## config.mk

```make
export PLATFORM = sky130hd
export DESIGN_NAME = lane_sync_tx
export DESIGN_NICKNAME = d
export VERILOG_FILES = /design/src/rtl/lane_sync_tx.sv
export SDC_FILE = /design/constraint.sdc
export NUM_CORES = 1
export LEC_CHECK = 0
export CAP_MARGIN = 10
export CORE_ASPECT_RATIO = 0.5
export CORE_MARGIN = 8
export CORE_UTILIZATION = 25
export DETAILED_ROUTE_END_ITERATION = 6
export GPL_TIMING_DRIVEN = 0
export HOLD_SLACK_MARGIN = 0.08
export SETUP_SLACK_MARGIN = 0.4
export SLEW_MARGIN = 30
export SYNTH_ARGS = -nofsm -noshare
export SYNTH_HDL_FRONTEND = slang
export SYNTH_SLANG_ARGS = --single-unit
```

## constraint.sdc

```tcl
create_clock -name clk -period 5.9 [get_ports clk]
set_clock_uncertainty 0.2 [all_clocks]
set_input_delay 0.59 -clock clk [delete_from_list [all_inputs] [get_ports clk]]
set_output_delay 0.59 -clock clk [all_outputs]
set_load 0.005 [all_outputs]
```

## src/rtl/lane_sync_tx.sv

```systemverilog
module lane_sync_tx #(
  parameter int LANES         = 2,
  parameter int OCT_PER_FRAME = 2,
  parameter int FRAMES_PER_MF = 4
) (
  input  logic               clk,
  input  logic               rst_n,
  input  logic               sync_n,
  input  logic [1:0]         subclass,
  input  logic               ilas_en,
  input  logic [LANES*8-1:0] tx_data,
  output logic [LANES*8-1:0] lane_octet,
  output logic [LANES-1:0]   lane_is_k
);
  localparam int MF_LEN = OCT_PER_FRAME * FRAMES_PER_MF;
  localparam int OW = (OCT_PER_FRAME > 1) ? $clog2(OCT_PER_FRAME) : 1;
  localparam int FW = (FRAMES_PER_MF > 1) ? $clog2(FRAMES_PER_MF) : 1;
  localparam int PW = $clog2(MF_LEN);
  localparam logic [7:0] SYM_K = 8'hBC;
  localparam logic [7:0] SYM_R = 8'h1C;
  localparam logic [7:0] SYM_A = 8'h7C;
  localparam logic [7:0] SYM_Q = 8'h9C;

  typedef enum logic [1:0] {CGS, ALIGN, USER} st_t;

  st_t st, st_nx;
  logic [OW-1:0] oct;
  logic [FW-1:0] frm;
  logic [1:0]    kseen;
  logic [PW-1:0] apos;
  logic [1:0]    amf;
  logic [7:0]    abyte;
  logic          ak;

  wire frame_end  = (oct == OW'(OCT_PER_FRAME - 1));
  wire mf_end     = frame_end && (frm == FW'(FRAMES_PER_MF - 1));
  wire at_bound   = (subclass == 2'd0) ? frame_end : mf_end;
  wire align_last = (amf == 2'd3) && (apos == PW'(MF_LEN - 1));

  always_ff @(posedge clk or negedge rst_n)
    if (!rst_n) begin
      oct <= '0;
      frm <= '0;
    end else if (frame_end) begin
      oct <= '0;
      frm <= (frm == FW'(FRAMES_PER_MF - 1)) ? '0 : frm + 1'b1;
    end else begin
      oct <= oct + 1'b1;
    end

  always_ff @(posedge clk or negedge rst_n)
    if (!rst_n)              kseen <= '0;
    else if (st != CGS)      kseen <= '0;
    else if (kseen != 2'd3)  kseen <= kseen + 1'b1;

  always_ff @(posedge clk or negedge rst_n)
    if (!rst_n) begin
      apos <= '0;
      amf  <= '0;
    end else if (st != ALIGN) begin
      apos <= '0;
      amf  <= '0;
    end else if (apos == PW'(MF_LEN - 1)) begin
      apos <= '0;
      amf  <= amf + 1'b1;
    end else begin
      apos <= apos + 1'b1;
    end

  always_comb begin
    st_nx = st;
    case (st)
      CGS:
        if (sync_n && kseen == 2'd3 && at_bound)
          st_nx = (subclass == 2'd0 && !ilas_en) ? USER : ALIGN;
      ALIGN:
        if (!sync_n)         st_nx = CGS;
        else if (align_last) st_nx = USER;
      default:
        if (!sync_n)         st_nx = CGS;
    endcase
  end

  always_ff @(posedge clk or negedge rst_n)
    if (!rst_n) st <= CGS;
    else        st <= st_nx;

  always_comb begin
    abyte = 8'(apos);
    ak    = 1'b0;
    if (apos == '0) begin
      abyte = SYM_R;
      ak    = 1'b1;
    end else if (apos == PW'(MF_LEN - 1)) begin
      abyte = SYM_A;
      ak    = 1'b1;
    end else if (amf == 2'd1 && apos == PW'(1)) begin
      abyte = SYM_Q;
      ak    = 1'b1;
    end
  end

  for (genvar l = 0; l < LANES; l++) begin : g_lane
    assign lane_octet[l*8 +: 8] = (st == USER)  ? tx_data[l*8 +: 8] :
                                  (st == ALIGN) ? abyte : SYM_K;
    assign lane_is_k[l]         = (st == USER)  ? 1'b0 :
                                  (st == ALIGN) ? ak : 1'b1;
  end


  resync_k_chk: assert property (@(posedge clk) disable iff (!rst_n)
    !sync_n |=> (&lane_is_k && lane_octet == {LANES{SYM_K}}));


  min_comma_chk: assert property (@(posedge clk) disable iff (!rst_n)
    ($past(st) == CGS && st != CGS) |-> $past(kseen) == 2'd3);


  frame_release_chk: assert property (@(posedge clk) disable iff (!rst_n)
    ($past(st) == CGS && st != CGS && $past(subclass) == 2'd0) |-> oct == '0);


  mf_release_chk: assert property (@(posedge clk) disable iff (!rst_n)
    ($past(st) == CGS && st != CGS && $past(subclass) != 2'd0)
      |-> (oct == '0 && frm == '0 && st == ALIGN));


  data_flag_chk: assert property (@(posedge clk) disable iff (!rst_n)
    st == USER |-> lane_is_k == '0);


  align_done_chk: assert property (@(posedge clk) disable iff (!rst_n)
    ($past(st) == ALIGN && st == USER) |-> ($past(amf) == 2'd3 && $past(apos) == PW'(MF_LEN - 1)));
endmodule

```

-- Yosys cells after proc, flatten, opt, wreduce, memory -nomap -nowiden
Index checks and enable logic that the tools add are counted.
W data, S select, Z words.
- bits in registers: 12
- bits in latches: 0
- RAM bits: 0
- ROM bits: 0
- input port bits: 22
- output and inout bits: 18
- logic and storage cells: 64
- memories: 0
- add/sub/neg operators: 5
- $mul: 0
- divide/modulo/power cells: 0
- order comparisons: 0
- equality and inequality tests: 13
- shift-type cells: 0
- muxes and demuxes: 26
- bitwise operators: 0
- reductions and logical operators: 14
- operators by type and width (operator ; number):
    $mux W8 ; 6
    $mux W2 ; 10
    $eq A2 B2 Y1 const B ; 4
    $mux W1 ; 7
    $add A2 B1 Y2 const B ; 3
    $logic_and A1 B1 Y1 ; 6
    $mux W3 ; 2
    $reduce_bool A2 Y1 ; 3
    $eq A2 B1 Y1 const B ; 2
    $logic_not A2 Y1 ; 2
    $ne A2 B2 Y1 const B ; 2
    $pmux W2 S2 ; 1
    $add A3 B1 Y3 const B ; 1
    $eq A3 B1 Y1 const B ; 1
    $eq A3 B3 Y1 const B ; 1
    $logic_not A3 Y1 ; 1
    $ne A3 B1 Y1 const B ; 1
    $ne A3 B3 Y1 const B ; 1
    $reduce_and A3 Y1 ; 1
    $ne A2 B1 Y1 const B ; 1
    $add A1 B1 Y1 const B ; 1
    $logic_not A1 Y1 ; 1

-- Longest topological paths before layout
- word-level depth: 7
- mapped depth: 7
- depth with buffers taken out: 5

-- Worst setup path after synthesis
Ideal clock, no wire load.
- path kind: register -> output
- from: register apos[0]
- to: output port lane_is_k[1]
- arrival: 1578 ps
- slack: 3532 ps
- cell stages (with the launch flop): 8
- path buffers: 2
- cells stage by stage: dfrtp_1 ha_1 ha_1 buf_6 nor3b_4 o21a_2 nor2_1 buf_4
- cells in the longest elaborated chain, start to end: 7
- ends and longest elaborated chain (what ; line ; text):
    start, declared ; 30 ; logic [PW-1:0] apos;
    start signal, assigned ; 67 ; apos <= apos + 1'b1;
    $eq A3 B1 Y1 ; 97 ; end else if (amf == 2'd1 && apos == PW'(1)) begin
    $logic_and A1 B1 Y1 ; 97 ;
    $mux W1 ; 97 ;
    $mux W1 ; 94 ; end else if (apos == PW'(MF_LEN - 1)) begin
    $mux W1 (*) ; 91 ; if (apos == '0) begin
    $mux W1 (*) (2 in series) ; -- ;
    end, declared ; 13 ; output logic [LANES-1:0] lane_is_k
Mark *: on every way between the ends. The rest lies on a longest branch, timed or not.

-- Worst setup path after layout
- from: register apos[0]
- to: output port lane_is_k[1]
- cells in the longest elaborated chain, start to end: 7
- ends and longest elaborated chain (what ; line ; text):
    $eq A3 B1 Y1 ; 97 ;
    $logic_and A1 B1 Y1 ; 97 ;
    $mux W1 ; 97 ;
    $mux W1 ; 94 ;
    $mux W1 (*) ; 91 ;
    $mux W1 (*) ; 107 ; (st == ALIGN) ? ak : 1'b1;
    $mux W1 (*) ; 106 ; assign lane_is_k[l] = (st == USER) ? 1'b0 :
Marked as above.

==> reports/results.tsv <==
metric	value	unit
Placer Congestion	0.749	
core area	3100	µm²
P_leak	0.000556	µW
drt pass-1 iters	4	
later-pin clock latency in the skew report	230	ps
die width	97.9	µm
Hold Crit Class	register to register	
most common cell in the netlist	nor2_1	
final WL	2130	µm
Avg Cell Area, Syn	9.01	µm²
grt ovf	0	
Buffers on Ports	39	
Clock Path Buffers	2	
Max Slew Vio Count	0	
post-synthesis register bit count	12	
largest net degree at the start of global routing	13	
slowest stage delay, CP	440	ps
Syn Nets	123	
root buffer cell	clkbuf_8	
WS Path Type	register to output pin	
vias in the first global route	755	
clock slew at reported path FFs	50	ps
Finish-stage setup viols	0	
Post-Syn Instances	93	
Post-synth EDFFs	0	
Rows	14	
status	complete, no violations	
via count	781	
Setup crit end kind	output pin	
diode count	0	
Worst setup SP type	register	
predominant post-synthesis flop cell	dfrtp_1	
CP Cell Sequence	ha_1, ha_1, buf_6, nor3b_4, o21a_2, nor2_1, buf_4, clkdlybuf4s50_1	
crit share post-route	54.0	%
Die ar.	5570	µm²
CTS tree	yes	
CP Max Fanout	10	
Synth top cells by count	nor2_1, dfrtp_1, ha_1	
Netlist cell types	33	
Resized cells post-CTS	0	
Critical Path AT	2400	ps
CTS Hold Bufs	0	
Synth area leaders	dfrtp_1, ha_1, nor2_1	
Setup TNS Final	0	ps
antenna violations before repair	0	
Max Freq	314	MHz
synthesized area	838	µm²
IO Pins	40	
slowest stage cell on the critical path	clkdlybuf4s50_1	
critical path's most frequent cell	ha_1	
Register-to-Register Path Depth	5	
CP Data Required Time	5110	ps
Synth top area share	35.8	%
area delta synth->final	57.5	%
Clock Sinks	12	
Place WS	2930	ps
final antenna-violating net count	0	
total power draw	256	µW
Avg Vias per Cell	4.46	
P per Cell Area	194	nW/µm²
H-tree Lvls	1	
Yosys warning count	0	
Hold Path Stages	1	
dpl hpwl	1790	µm
post-synthesis sequential area ratio	35.8	%
routed wire length per instance	12.2	µm
setup ws final	2710	ps
RSZ-0062 raised after global routing	no	
drt initial violations	18	
share of cells above drive strength 1	9.63	%
Worst Max-Slew Pin Slew	551	ps
Post-route DRC	0	
Util after Layout	42.6	%
slew margin rel.	63.2	%
GRT Util Overall	7.87	%
max-cap viol count	0	
first-pass GRT wire length	3650	µm
Tmin final	3190	ps
cell taking the most area after synthesis	dfrtp_1	
die height	56.9	µm
starting density of the core	27.0	%
Inserted Clock Buffers	3	
async set-reset flop share out of synthesis	100	%
# Post-CTS Setup Buffers	0	
Fin. Hold Viols	0	
Layout fillers	297	
final layout net count	167	
maximum vdd ir drop	0.105	mV
## power breakdown
| group | switching (µW) | internal [µW] | total, µW |
|---|---|---|---|
| Sequential | 6.39 | 93.0 | 99.4 |
| Combinational | 37.4 | 48.3 | 85.7 |
| Clock | 26.7 | 44.7 | 71.4 |
| Total | 70.5 | 186 | 256 |
## cell families (layout without fill, tap and decap cells)
| family | after synthesis | after routing | share of synthesized area, % |
|---|---|---|---|
| and+or+nand+nor | 38 | 38 | 21.9 |
| AOI/OAI and AO/OA | 20 | 20 | 17.6 |
| muxes | 3 | 3 | 3.73 |
| xor gates and xnor gates | 2 | 2 | 2.09 |
| buffers and inverters | 10 | 52 | 6.86 |
| DFF | 12 | 12 | 35.8 |
| adders and majority gates | 8 | 8 | 11.9 |
## through the flow
| step | hold slack, ps | cell area, µm² | instances |
|---|---|---|---|
| 2_1_floorplan | 94.4 | 838 | 93 |
| 3_3_place_gp | 286 | 1280 | 172 |
| 3_5_place_dp | 303 | 1280 | 172 |
| 4_1_cts | 309 | 1320 | 175 |
| 5_1_grt | 332 | 1320 | 175 |
| 6_report | 299 | 1320 | 175 |
## registers in the layout, indices dropped and copies added, names as in the netlist
register	count
amf	2
apos	3
frame_end	1
frm	2
kseen	2
st	2
## worst max-delay path: cells and delay by family, from the launching register on
family / cells / cell delay [ps]
flops: 1 / 410
simple gates: 2 / 390
buf+inv: 3 / 720
fa+ha+maj: 2 / 390
compound gates: 1 / 250
## per-layer routing
metal / track usage (%) / routed length (µm) / vias to the layer above
li1: - / - / 402
met1: 10.0 / 1080 / 350
met2: 12.4 / 902 / 27
met3: 2.54 / 136 / 2
met4: 2.63 / 19 / 0
met5: 0 / 0 / -
## worst paths after layout
check / start / endpoint / slack [ps]
worst max-delay path: apos[0] / lane_is_k[1] / 2710
worst min-delay path: frame_end / frame_end / 300
worst max register to register: apos[0] / apos[1] / 4190
worst min register to register: frame_end / frame_end / 300
max in group asynchronous: rst_n / apos[1] / 4620
min in group asynchronous: rst_n / frm[0] / 510
## layout by cell type, fill, tap and decap left out, types with 3 or more instances in the layout
cell type / n
dfrtp_1: 12
nor3_1: 4
o21ai_1: 4
o21a_1: 4
buf_4: 3
clkbuf_8: 3
nor2_1: 18
inv_1: 4
ha_1: 8
nand2_1: 6
clkdlybuf4s50_1: 39
## cell type report
cell class                 instances  area (µm²)  share of cell area, %
buffer                             6        42.5                   3.22
clock buffer                       3        41.3                   3.13
inverter                           4        15.0                   1.14
multi-input combinational         71         480                   36.4
sequential                        12         300                   22.7
tap                               40        50.0                   3.79
timing repair buffer              39         390                   29.6
No activity file was read; power rests on OpenSTA's default activity.
